### src/rtl/srt_pkg.sv
package srt_pkg;

  localparam int DEF_ENTRIES = 8;
  localparam int DEF_SLOTS   = 2;
  localparam int DEF_ROWS    = 3;
  localparam int DEF_SRCS    = 2;

  typedef enum logic [1:0] {
    ACT_AGE,
    ACT_FILL,
    ACT_DROP
  } act_e;

endpackage

### src/rtl/srt_merge.sv
module srt_merge #(
  parameter int ENTRIES = 8,
  parameter int SRCS    = 2,
  parameter int MW      = 6,
  localparam int IDX_W  = (ENTRIES > 1) ? $clog2(ENTRIES) : 1
) (
  input  logic [ENTRIES-1:0][MW-1:0] bcast_all,
  input  logic [SRCS-1:0]            src_vld,
  input  logic [SRCS*IDX_W-1:0]      src_idx,
  output logic [MW-1:0]              merged
);

  logic [SRCS-1:0][MW-1:0] picked;

  for (genvar i = 0; i < SRCS; i++) begin : g_src
    logic [IDX_W-1:0] sel;
    assign sel       = src_idx[i*IDX_W +: IDX_W];
    assign picked[i] = src_vld[i] ? bcast_all[sel] : '0;
  end

  always_comb begin
    merged = '0;
    for (int i = 0; i < SRCS; i++) merged = merged | picked[i];
  end

endmodule

### src/rtl/srt_entry.sv
module srt_entry
  import srt_pkg::*;
#(
  parameter int ROWS  = 3,
  parameter int SLOTS = 2,
  localparam int MW   = ROWS * SLOTS,
  localparam int OLD_LO = (ROWS - 1) * SLOTS
) (
  input  logic             clk,
  input  logic             rst,
  input  logic             wr_en,
  input  logic [MW-1:0]    wr_mat,
  input  logic             wr_load,
  input  logic [SLOTS-1:0] wr_slot_oh,
  input  logic [SLOTS-1:0] kill,
  output logic [MW-1:0]    bcast_o,
  output logic             inv_o
);

  logic          live;
  logic [MW-1:0] dep;
  logic [MW-1:0] brd;
  logic          hit_old;
  logic          hit_new;
  logic [MW-1:0] own;
  act_e          act;

  function automatic logic [MW-1:0] age(input logic [MW-1:0] m);
    return m << SLOTS;
  endfunction

  assign hit_old = live && |(dep[MW-1:OLD_LO] & kill);
  assign hit_new = wr_en && |(wr_mat[MW-1:OLD_LO] & kill);
  assign own     = wr_load ? {{(MW-SLOTS){1'b0}}, wr_slot_oh} : '0;

  always_comb begin
    if (wr_en)        act = hit_new ? ACT_DROP : ACT_FILL;
    else if (hit_old) act = ACT_DROP;
    else              act = ACT_AGE;
  end

  always_ff @(posedge clk) begin
    if (rst) begin
      live <= 1'b0;
      dep  <= '0;
      brd  <= '0;
    end else begin
      case (act)
        ACT_FILL: begin
          live <= 1'b1;
          dep  <= age(wr_mat);
          brd  <= age(wr_mat) | own;
        end
        ACT_DROP: begin
          live <= 1'b0;
          dep  <= '0;
          brd  <= '0;
        end
        default: begin
          dep <= age(dep);
          brd <= age(brd);
        end
      endcase
    end
  end

  assign inv_o   = hit_old | hit_new;
  assign bcast_o = brd;

  // nothing recorded and nothing arriving means no cancel
  a_r6_quiet_without_dependence: assert property (@(posedge clk) disable iff (rst)
    (!wr_en && dep == '0) |-> !inv_o);

  // a cancelled entry keeps no dependence afterwards
  a_r9_cleared_after_cancel: assert property (@(posedge clk) disable iff (rst)
    (inv_o && !wr_en) |=> (dep == '0 && brd == '0));

  // without a new issue the dependence set can only shrink
  a_r4_bits_never_grow: assert property (@(posedge clk) disable iff (rst)
    !wr_en |=> ($countones(dep) <= $past($countones(dep))));

  // an issued load exposes its own slot in the top row
  a_r2_own_slot_on_top: assert property (@(posedge clk) disable iff (rst)
    (wr_en && wr_load && !hit_new) |=>
      ((brd[SLOTS-1:0] & $past(wr_slot_oh)) == $past(wr_slot_oh)));

endmodule

### src/rtl/sel_replay_tracker.sv
module sel_replay_tracker
  import srt_pkg::*;
#(
  parameter int ENTRIES = DEF_ENTRIES,
  parameter int SLOTS   = DEF_SLOTS,
  parameter int ROWS    = DEF_ROWS,
  parameter int SRCS    = DEF_SRCS,
  localparam int IDX_W  = (ENTRIES > 1) ? $clog2(ENTRIES) : 1,
  localparam int SLOT_W = (SLOTS > 1) ? $clog2(SLOTS) : 1,
  localparam int MW     = ROWS * SLOTS
) (
  input  logic                  clk,
  input  logic                  rst,
  input  logic                  iss_vld,
  input  logic [IDX_W-1:0]      iss_idx,
  input  logic [SRCS-1:0]       iss_src_vld,
  input  logic [SRCS*IDX_W-1:0] iss_src_idx,
  input  logic                  iss_is_load,
  input  logic [SLOT_W-1:0]     iss_slot,
  input  logic [SLOTS-1:0]      kill,
  output logic [ENTRIES-1:0]    inv
);

  logic [ENTRIES-1:0][MW-1:0] bcast;
  logic [MW-1:0]              merged;
  logic [SLOTS-1:0]           slot_oh;

  always_comb begin
    slot_oh = '0;
    for (int k = 0; k < SLOTS; k++)
      if (iss_slot == SLOT_W'(k)) slot_oh[k] = 1'b1;
  end

  srt_merge #(
    .ENTRIES (ENTRIES),
    .SRCS    (SRCS),
    .MW      (MW)
  ) u_merge (
    .bcast_all (bcast),
    .src_vld   (iss_src_vld),
    .src_idx   (iss_src_idx),
    .merged    (merged)
  );

  for (genvar e = 0; e < ENTRIES; e++) begin : g_ent
    logic wr_here;
    assign wr_here = iss_vld && (iss_idx == IDX_W'(e));

    srt_entry #(
      .ROWS  (ROWS),
      .SLOTS (SLOTS)
    ) u_ent (
      .clk        (clk),
      .rst        (rst),
      .wr_en      (wr_here),
      .wr_mat     (merged),
      .wr_load    (iss_is_load),
      .wr_slot_oh (slot_oh),
      .kill       (kill),
      .bcast_o    (bcast[e]),
      .inv_o      (inv[e])
    );
  end

  // a cancel only happens when some slot is being killed
  a_r6_no_kill_no_cancel: assert property (@(posedge clk) disable iff (rst)
    (kill == '0) |-> (inv == '0));

  // every valid producer's broadcast is contained in the merged matrix
  for (genvar i = 0; i < SRCS; i++) begin : g_chk
    logic [IDX_W-1:0] psel;
    assign psel = iss_src_idx[i*IDX_W +: IDX_W];
    a_r3_merge_covers_parent: assert property (@(posedge clk) disable iff (rst)
      (iss_vld && iss_src_vld[i]) |-> ((merged & bcast[psel]) == bcast[psel]));
  end

endmodule

### config.mk
export PLATFORM = sky130hd
export DESIGN_NAME = sel_replay_tracker
export DESIGN_NICKNAME = d
export VERILOG_FILES = /design/src/rtl/srt_pkg.sv /design/src/rtl/srt_merge.sv /design/src/rtl/srt_entry.sv /design/src/rtl/sel_replay_tracker.sv
export SDC_FILE = /design/constraint.sdc
export NUM_CORES = 1
export LEC_CHECK = 0
export BUFFER_PORTS_ARGS = -buffer_cell sky130_fd_sc_hd__buf_2
export CAP_MARGIN = 20
export CELL_PAD_IN_SITES_DETAIL_PLACEMENT = 1
export CELL_PAD_IN_SITES_GLOBAL_PLACEMENT = 1
export CORE_MARGIN = 2
export CORE_UTILIZATION = 45
export CTS_CLUSTER_DIAMETER = 50
export DETAILED_ROUTE_END_ITERATION = 6
export PLACE_DENSITY_LB_ADDON = 0.1
export REMOVE_ABC_BUFFERS = 1
export SETUP_SLACK_MARGIN = 0.2
export SLEW_MARGIN = 10
export SYNTH_ARGS = -nofsm -noshare
export SYNTH_HDL_FRONTEND = slang
export SYNTH_SLANG_ARGS = --single-unit
### constraint.sdc
create_clock -name clk -period 2.44 [get_ports clk]
set_input_delay 0.122 -clock clk [delete_from_list [all_inputs] [get_ports clk]]
set_output_delay 0.122 -clock clk [all_outputs]
set_load 0.05 [all_outputs]
# Word-level counts from Yosys, hierarchy flattened
# Index checks and enable logic that the tools add are counted.
[totals]
ff_bits = 104
mem_count = 0
rom_bits = 0
latchBits = 0
ram_bits = 0
[classes]
order_cmp = 2
div_mod_pow = 0
bitwise_logic = 19
n_shift = 0
mux = 57
n_eq_ne = 23
reduce_logical = 42
multipliers = 0
addsub = 0
[ops]
columns = ["cell", "count"]
rows = [
  ["6-bit case mux with 2 select lines", 16],
  ["2-bit 2-to-1 mux", 25],
  ["6-bit binary-select mux with 3-bit select", 2],
  ["1-bit logical AND", 24],
  ["6-bit 2-to-1 mux", 4],
  ["2-bit bitwise AND", 9],
  ["2-bit OR reduction", 9],
  ["2-bit by 1-bit equality test with 1-bit output, second input constant", 8],
  ["2-bit equality test, second input constant", 8],
  ["1-bit case mux with 2 select lines", 8],
  ["2-bit nonzero test", 8],
  ["3-bit equality test, second input constant", 4],
  ["6-bit bitwise OR", 2],
  ["3-bit by 4-bit less-than comparator with 1-bit output, second input constant", 2],
  ["1-bit bitwise OR", 8],
  ["3-bit by 2-bit equality test with 1-bit output, second input constant", 2],
  ["3-bit by 1-bit equality test with 1-bit output, second input constant", 1],
  ["3-bit zero test", 1],
  ["1-bit 2-to-1 mux", 2],
]

# Longest topological paths before layout
# Gate-level depths: netlist (run 1).
[logic_depth]
depth_word = 11
depth_mapped = 8
ltp_nobuf = 5

# Hierarchy
# A second synthesis (run 1) with hierarchy kept.
[hier_totals]
hier_cells = 281
hier_area_um2 = 3890.0
[modules_own_cells]
columns = ["mod", "cells_per_inst", "area_each_um2", "instances", "seq_area_each_um2"]
rows = [
  ["srt_entry", 28, 372.9, 8, 220.2],
  ["srt_merge", 48, 807.0, 1, 0.0],
  ["sel_replay_tracker", 9, 100.1, 1, 0.0],
]

# Least setup slack after synthesis (run 1)
# Ideal clock, no wire load.
[synth_path]
path_type = "in2out"
startpoint = "input iss_src_idx[3]"
endpoint = "output inv[0]"
n_path_buf = 3
arrival_ps = 2006
path_stages = 8
path_slack_ps = 312
path_cell_list = "buf_2 mux2_2 o311ai_0 nor3_1 nor4_2 clkbuf_1 o21ai_0 buf_4"
[synth_via]
elab_chain_len = 8
[synth_rtl]
columns = ["element", "line_no", "source"]
rows = [
  ["from (decl)", "sel_replay_tracker.sv:17", "input logic [SRCS*IDX_W-1:0] iss_src_idx,"],
  ["6-bit binary-select mux with 3-bit select", "srt_merge.sv:18", "assign picked[i] = src_vld[i] ? bcast_all[sel] : '0;"],
  ["6-bit 2-to-1 mux (not written as such)", "srt_merge.sv:18", ""],
  ["6-bit 2-to-1 mux", "srt_merge.sv:18", ""],
  ["6-bit bitwise OR", "srt_merge.sv:23", "for (int i = 0; i < SRCS; i++) merged = merged | picked[i];"],
  ["2-bit bitwise AND", "srt_entry.sv:33", "assign hit_new = wr_en && |(wr_mat[MW-1:OLD_LO] & kill);"],
  ["2-bit OR reduction", "srt_entry.sv:33", ""],
  ["1-bit logical AND", "srt_entry.sv:33", ""],
  ["1-bit bitwise OR", "srt_entry.sv:67", "assign inv_o = hit_old | hit_new;"],
  ["to (decl)", "sel_replay_tracker.sv:21", "output logic [ENTRIES-1:0] inv"],
]
# Every way passes these cells. The select of a mux whose other input is x is not followed.

# Worst setup path after layout (run 1)
[layout_path]
startpoint = "register g_ent[5].u_ent.brd[5]"
endpoint = "output inv[1]"
[layout_via]
elab_chain_len = 8
elab_cells_between_ends = 11
[layout_rtl]
columns = ["element", "line_no", "source"]
rows = [
  ["from (decl)", "srt_entry.sv:22", "logic [MW-1:0] brd;"],
  ["from (signal assigned)", "srt_entry.sv:52", "brd <= age(wr_mat) | own;"],
  ["from (signal assigned)", "srt_entry.sv:61", "brd <= age(brd);"],
  ["6-bit binary-select mux with 3-bit select", "srt_merge.sv:18", ""],
  ["6-bit 2-to-1 mux (not written as such)", "srt_merge.sv:18", ""],
  ["6-bit 2-to-1 mux", "srt_merge.sv:18", ""],
  ["6-bit bitwise OR *", "srt_merge.sv:23", ""],
  ["2-bit bitwise AND *", "srt_entry.sv:33", ""],
  ["2-bit OR reduction *", "srt_entry.sv:33", ""],
  ["1-bit logical AND *", "srt_entry.sv:33", ""],
  ["1-bit bitwise OR *", "srt_entry.sv:67", ""],
]
# Every way passes the cells marked *; elsewhere a longest branch is shown, timed or not. The select of a mux whose other input is x is not followed.

==> impl_metrics.csv, run 1 <==
group,metric,value,unit
run_status,outcome,"complete, no violations",
cells_and_area,areaGrowthSynthToFinish,12.9,%
detailed_routing,ant_nets,0,
die,fp-row-count,33,
cells_and_area,seq_area,0.00177,mm^2
worst_setup_path,crit_chain,"mux4_2, nor2b_2, nor3_2, nor4_2, buf_4, o21ai_2, buf_6",
die,core,0.00826,mm^2
placed_design,dp_cells,512,
detailed_routing,finalWirelength,11.3,mm
sta,worst_pin_slew,0.868,ns
worst_setup_path,critPathMaxFanout,5,
power,combinationalPowerShare,0.093,
cells_and_area,layout-drive-gt1-share,0.261,
job,maxCapViolCount,0,
synthesis,ys_top_cells_by_count,"nand2_1 (91), dfxtp_1 (88), o21ai_0 (42), nor2_1 (25)",
clocking,cts.clk_slew.worst_paths,0.09,ns
synthesis,syn_area,0.00385,mm^2
worst_setup_path,cp_data_required_time,2.32,ns
placed_design,place_congestion,0.819,
worst_setup_path,arrival,2.24,ns
placed_design,dpl.hpwl,7.68,mm
sta,holdWs,0.185,ns
power,power_frac_clock,0.379,
grt,grt_max_degree,47,
clocking,numClockSinks,88,
worst_setup_path,crit_path_start_kind,"flip-flop",
placed_design,port_buffers,25,
sta,final-hold-violation-count,0,
sta,fmaxAchievable,423,MHz
power,power_density,630,mW/mm^2
synthesis,synthFlopType,"dfxtp_1",
synthesis,yosysMostFrequentCell,"nand2_1",
worst_setup_path,crit_family,"simple AND/OR/NAND/NOR gates",
die,die_w,96.5,um
clocking,cts_hold_buf,0,
clocking,cts_htree_levels,3,
power,ir_drop,278,uV
die,dieArea,0.00932,mm^2
die,start_util,0.467,
synthesis,yosysSeqAreaShare,0.457,
sta,drv_slew,0,
grt,first_global_vias,3113,
synthesis,ys_top_cells_by_area,"dfxtp_1 (46%), mux4_2 (12%), nand2_1 (8.9%)",
clocking,clock-root-buffer,"clkbuf_8",
sta,max_slew_margin,0.418,
grt,grt_pass1_wl,17.3,mm
detailed_routing,avgRoutedWirePerCell,21.2,um
detailed_routing,drt-initial-drc-count,143,
synthesis,ys_types,30,
clocking,cts_buffer_depth,2,
power,p_sw_frac,0.268,
worst_setup_path,critPathBufInv,2,
synthesis,syn_inst,405,
die,fp.dieH,96.5,um
grt,antenna_found_initial,0,
synthesis,ys_ff_latch,88,
synthesis,synth_top_area_share,0.457,
power,pwr-share-seq,0.528,
sta,period_share,0.968,
sta,setup_slack,0.0780,ns
worst_setup_path,crit_slowest_cell,"mux4_2",
power,intPower,0.00201,W
sta,rsz0062_at_grt,"true",
placed_design,dp_slack,-0.0228,ns
clocking,numCtsBuffers,9,
sta,min_period,2.36,ns
power,power_switching,0.000734,W
detailed_routing,vias_per_cell,5.85,
detailed_routing,vias,3107,
grt,gr-total-overflow,0,
hold_path,hold_path.class,"in2reg",
synthesis,synth_edf_count,0,
cells_and_area,multi_input_area,0.00196,mm^2
clocking,tritoncts,"done",
cells_and_area,stdcell_count,531,
die,ioPinCount,26,
synthesis,syn_area_per_cell,9.52,um^2
synthesis,synth_area_leader_cell,"dfxtp_1",
grt,grt.total_usage,0.260,
synthesis,yosys_warnings,0,
synthesis,synthArstFlopShare,0,
detailed_routing,drt_pre_antenna_iters,4,
sta,skew,0.0111,ns
worst_setup_path,end_kind,"output port",
sta,finalSetupViolations,0,
cells_and_area,diodes,0,
clocking,clock_latency,0.37,ns
worst_setup_path,critical_path_class,"reg2out",
power,p_leak,1.58,nW
cells_and_area,fillCellCount,928,
power,finalPower,0.00274,W
worst_setup_path,max_stage_delay,0.46,ns
detailed_routing,drcViolationCount,0,
cells_and_area,nets,439,
sta,tns,0,ns
## worst min-delay path: stages
cell,delay [ns]
buf_2,0.13
nand4_1,0.17
nor3_1,0.07
## metrics by stage
| stage | util | area, um^2 |
|---|---|---|
| after floorplan | - | 3630 |
| after global placement | 0.481 | 3970 |
| after detailed placement | 0.481 | 3970 |
| after CTS | 0.522 | 4310 |
| after global routing | 0.527 | 4350 |
| final | 0.527 | 4350 |
## flip-flops by register name, indices dropped and copies added, names as in the netlist
signal               flops
g_ent.u_ent.bcast_o     48
g_ent.u_ent.dep         32
g_ent.u_ent.live         8
## cells in the final DEF (no fill, tap or decap), types with 4 or more instances in the layout
| cell | n |
|---|---|
| nand2_1 | 91 |
| dfxtp_1 | 85 |
| o21ai_0 | 29 |
| nor2_1 | 25 |
| mux4_2 | 20 |
| a22o_1 | 20 |
| o21ai_1 | 18 |
| buf_2 | 17 |
| nor3_1 | 15 |
| buf_4 | 12 |
| mux2_2 | 10 |
| o21ai_2 | 9 |
| clkbuf_8 | 9 |
| nor2b_1 | 8 |
| buf_6 | 8 |
| a211oi_1 | 5 |
| nor3_2 | 5 |
| nand3_1 | 4 |
| and3b_1 | 4 |
## area by class of cell
type / instances / share of cell area
clock buffers: 10 / 0.0293
flip-flops and latches: 88 / 0.406
clock inverters: 6 / 0.0155
well taps: 105 / 0.0302
repair buffers: 39 / 0.0690
multi-input cells: 283 / 0.450
## final timing paths
check | startpoint | endpoint | slack, ns | cells past startpoint
setup / recovery | g_ent[5].u_ent.bcast_o[5] | inv[1] | 0.08 | 7
hold / removal | iss_vld | g_ent[7].u_ent.bcast_o[0] | 0.18 | 3
setup reg to reg | g_ent[5].u_ent.bcast_o[5] | g_ent[7].u_ent.bcast_o[1] | 0.16 | 6
hold reg to reg | g_ent[1].u_ent.dep[3] | g_ent[1].u_ent.dep[5] | 0.43 | 2
## per-layer routing
| metal | vias up | part of all wire | track usage |
|---|---|---|---|
| li1 | 1478 | - | - |
| met1 | 1532 | 0.45 | 0.361 |
| met2 | 80 | 0.47 | 0.412 |
| met3 | 17 | 0.065 | 0.0473 |
| met4 | 0 | 0.019 | 0.0869 |
| met5 | - | 0 | 0 |
## timing repair
item                       in CTS  in global routing
cloned                          1                  0
setup endpoints to repair      76                 89
gates resized for setup        45                 15
setup buffers                   3                  0
pin swaps                       8                  5
## power by group through the flow
stage | clock network, W | logic, W | registers (W)
final | 0.00104 | 0.000255 | 0.00145
after global routing | 0.00111 | 0.000275 | 0.00145
after CTS | 0.00105 | 0.000252 | 0.00145
after detailed placement | 0 | 0.000221 | 0.00148
after global placement | 0 | 0.000215 | 0.00148
after floorplan | 0 | 0.000102 | 0.00148
## cells by family (layout without fill, tap and decap cells)
family	after synthesis	after routing	synth area share
AO/OA/AOI/OAI	88	88	0.144
buffers and inverters	34	55	0.0571
AND/OR/NAND/NOR	163	163	0.189
flip-flops	88	88	0.457
multiplexers	32	32	0.153
(Power assumes the default switching activity.)
==> run 2: changes to the inputs <==
Settings changed: CORE_UTILIZATION 45 to 46.
==> run 2 against run 1 <==
  * Fmax decreased by 1.1%
  * Sequential power about the same
  * Setup slack got worse by 0.026 ns
  * Sequential cell count unchanged
  * Cell area increased by 0.46%
==> impl_metrics.csv, run 2 (synthesis results as in run 1) <==
group,metric,value,unit
power,ir_drop,260,uV
cells_and_area,largest_register_ffs,48,
cells_and_area,areaGrowthSynthToFinish,13.4,%
detailed_routing,vias,3115,
cells_and_area,stdcell_count,532,
grt,grt_max_degree,45,
grt,first_global_vias,3205,
die,ioPinCount,26,
detailed_routing,drt-initial-drc-count,185,
clocking,cts_hold_buf,0,
worst_setup_path,max_stage_delay,0.37,ns
worst_setup_path,crit_top_cell,"buf_6",
die,fp-row-count,33,
detailed_routing,drt_pre_antenna_iters,4,
worst_setup_path,arrival,2.27,ns
sta,min_period,2.39,ns
cells_and_area,layout-drive-gt1-share,0.253,
clocking,cts_htree_levels,3,
placed_design,dp_cells,514,
cells_and_area,mostFrequentLayoutCell,"nand2_1",
sta,max_slew_margin,0.387,
die,start_util,0.471,
detailed_routing,vias_per_cell,5.86,
clocking,clock_latency,0.37,ns
cells_and_area,design_area,0.00437,mm^2
sta,drv_slew,0,
clocking,clock-root-buffer,"clkbuf_8",
worst_setup_path,cp_data_required_time,2.32,ns
cells_and_area,nets,440,
cells_and_area,diodes,0,
detailed_routing,ant_nets,0,
placed_design,dpl.hpwl,7.83,mm
power,p_leak,1.60,nW
placed_design,port_buffers,25,
grt,antenna_found_initial,0,
sta,final-hold-violation-count,0,
die,fp.dieH,95.5,um
worst_setup_path,critPathMaxFanout,5,
sta,rsz0062_at_grt,"true",
worst_setup_path,critical_path_class,"reg2out",
clocking,numClockSinks,88,
cells_and_area,multi_input_area,0.00194,mm^2
grt,gr-total-overflow,0,
run_status,outcome,"complete, no violations",
sta,fmaxAchievable,419,MHz
clocking,cts.clk_slew.worst_paths,0.10,ns
placed_design,place_congestion,0.873,
sta,period_share,0.978,
grt,grt_pass1_wl,17.6,mm
clocking,cts_buffer_depth,2,
sta,holdWs,0.184,ns
sta,tns,0,ns
worst_setup_path,crit_slowest_cell,"nor4_4",
worst_setup_path,crit_path_start_kind,"flip-flop",
clocking,numCtsBuffers,9,
worst_setup_path,crit_chain,"mux2_1, o311ai_1, nor3_2, nor4_4, buf_6, o21ai_2, buf_6",
sta,setup_slack,0.0525,ns
placed_design,dpl_cell_area,0.00399,mm^2
die,die_w,95.5,um
cells_and_area,fillCellCount,915,
grt,grt.total_usage,0.267,
sta,skew,0.0101,ns
worst_setup_path,end_kind,"output port",
sta,worst_pin_slew,0.919,ns
die,dieArea,0.00913,mm^2
sta,finalSetupViolations,0,
cells_and_area,final_cell_mix,"nand2_1 (91), dfxtp_1 (85), o21ai_0 (32), nor2_1 (25)",
detailed_routing,avgRoutedWirePerCell,21.1,um
cells_and_area,seq_area,0.00177,mm^2
job,maxCapViolCount,0,
detailed_routing,drcViolationCount,0,
placed_design,dp_slack,0.0357,ns
power,power_density,641,mW/mm^2
die,core,0.00818,mm^2
clocking,tritoncts,"done",
hold_path,hold_path.class,"in2reg",
detailed_routing,finalWirelength,11.2,mm
[run 2: area by class of cell]
type	count	share of cell area
Multi-Input combinational cell	283	0.444
Sequential cell	88	0.404
Timing Repair Buffer	40	0.0733
Tap cell	105	0.0301
Clock buffer	9	0.0284
Clock inverter	7	0.0198
[run 2: timing repair]
action	CTS	global route
gates cloned	1	0
endpoints found under the hold margin	0	0
buffers inserted	1	1
gates resized for setup	47	9
pin swaps	10	1
endpoints found under the setup margin	69	88
[run 2: worst max-delay path, delay by kind of cell (launching register included)]
family | cells | cell delay (ns)
buffers and inverters | 2 | 0.36
AOI/OAI and AO/OA | 2 | 0.41
muxes | 1 | 0.30
DFF | 1 | 0.33
and+or+nand+nor | 2 | 0.48
[run 2: metal layers]
metal  wire, um  up-vias  GRT usage  part of all wire
li1           -     1480          -                 -
met1       5180     1556      0.366              0.46
met2       5450       64      0.431              0.49
met3        406       15     0.0435             0.036
met4        180        0     0.0869             0.016
met5          0        -          0                 0
[run 2: power breakdown]
group | internal (W) | leakage [nW] | switching (W) | total, W
combinational | 0.0000901 | 0.787 | 0.000169 | 0.000259
sequential | 0.00144 | 0.711 | 0.00000536 | 0.00145
clock | 0.000497 | 0.104 | 0.000598 | 0.00109
total | 0.00203 | 1.60 | 0.000773 | 0.00280
[run 2: worst paths after layout]
kind,from,end,slack [ns],cells past startpoint
setup / recovery,g_ent[1].u_ent.bcast_o[5],inv[6],0.05,7
hold / removal,iss_vld,g_ent[7].u_ent.bcast_o[1],0.18,3
setup reg to reg,g_ent[1].u_ent.bcast_o[5],g_ent[7].u_ent.bcast_o[0],0.29,6
hold reg to reg,g_ent[1].u_ent.dep[2],g_ent[1].u_ent.dep[4],0.44,2
[run 2: metrics by stage]
| step | util | total power, W |
|---|---|---|
| global placement | 0.488 | 0.00169 |
| CTS | 0.530 | 0.00281 |
| detailed placement | 0.488 | 0.00170 |
| finish | 0.534 | 0.00280 |
| floorplan | - | 0.00158 |
| global route | 0.534 | 0.00290 |
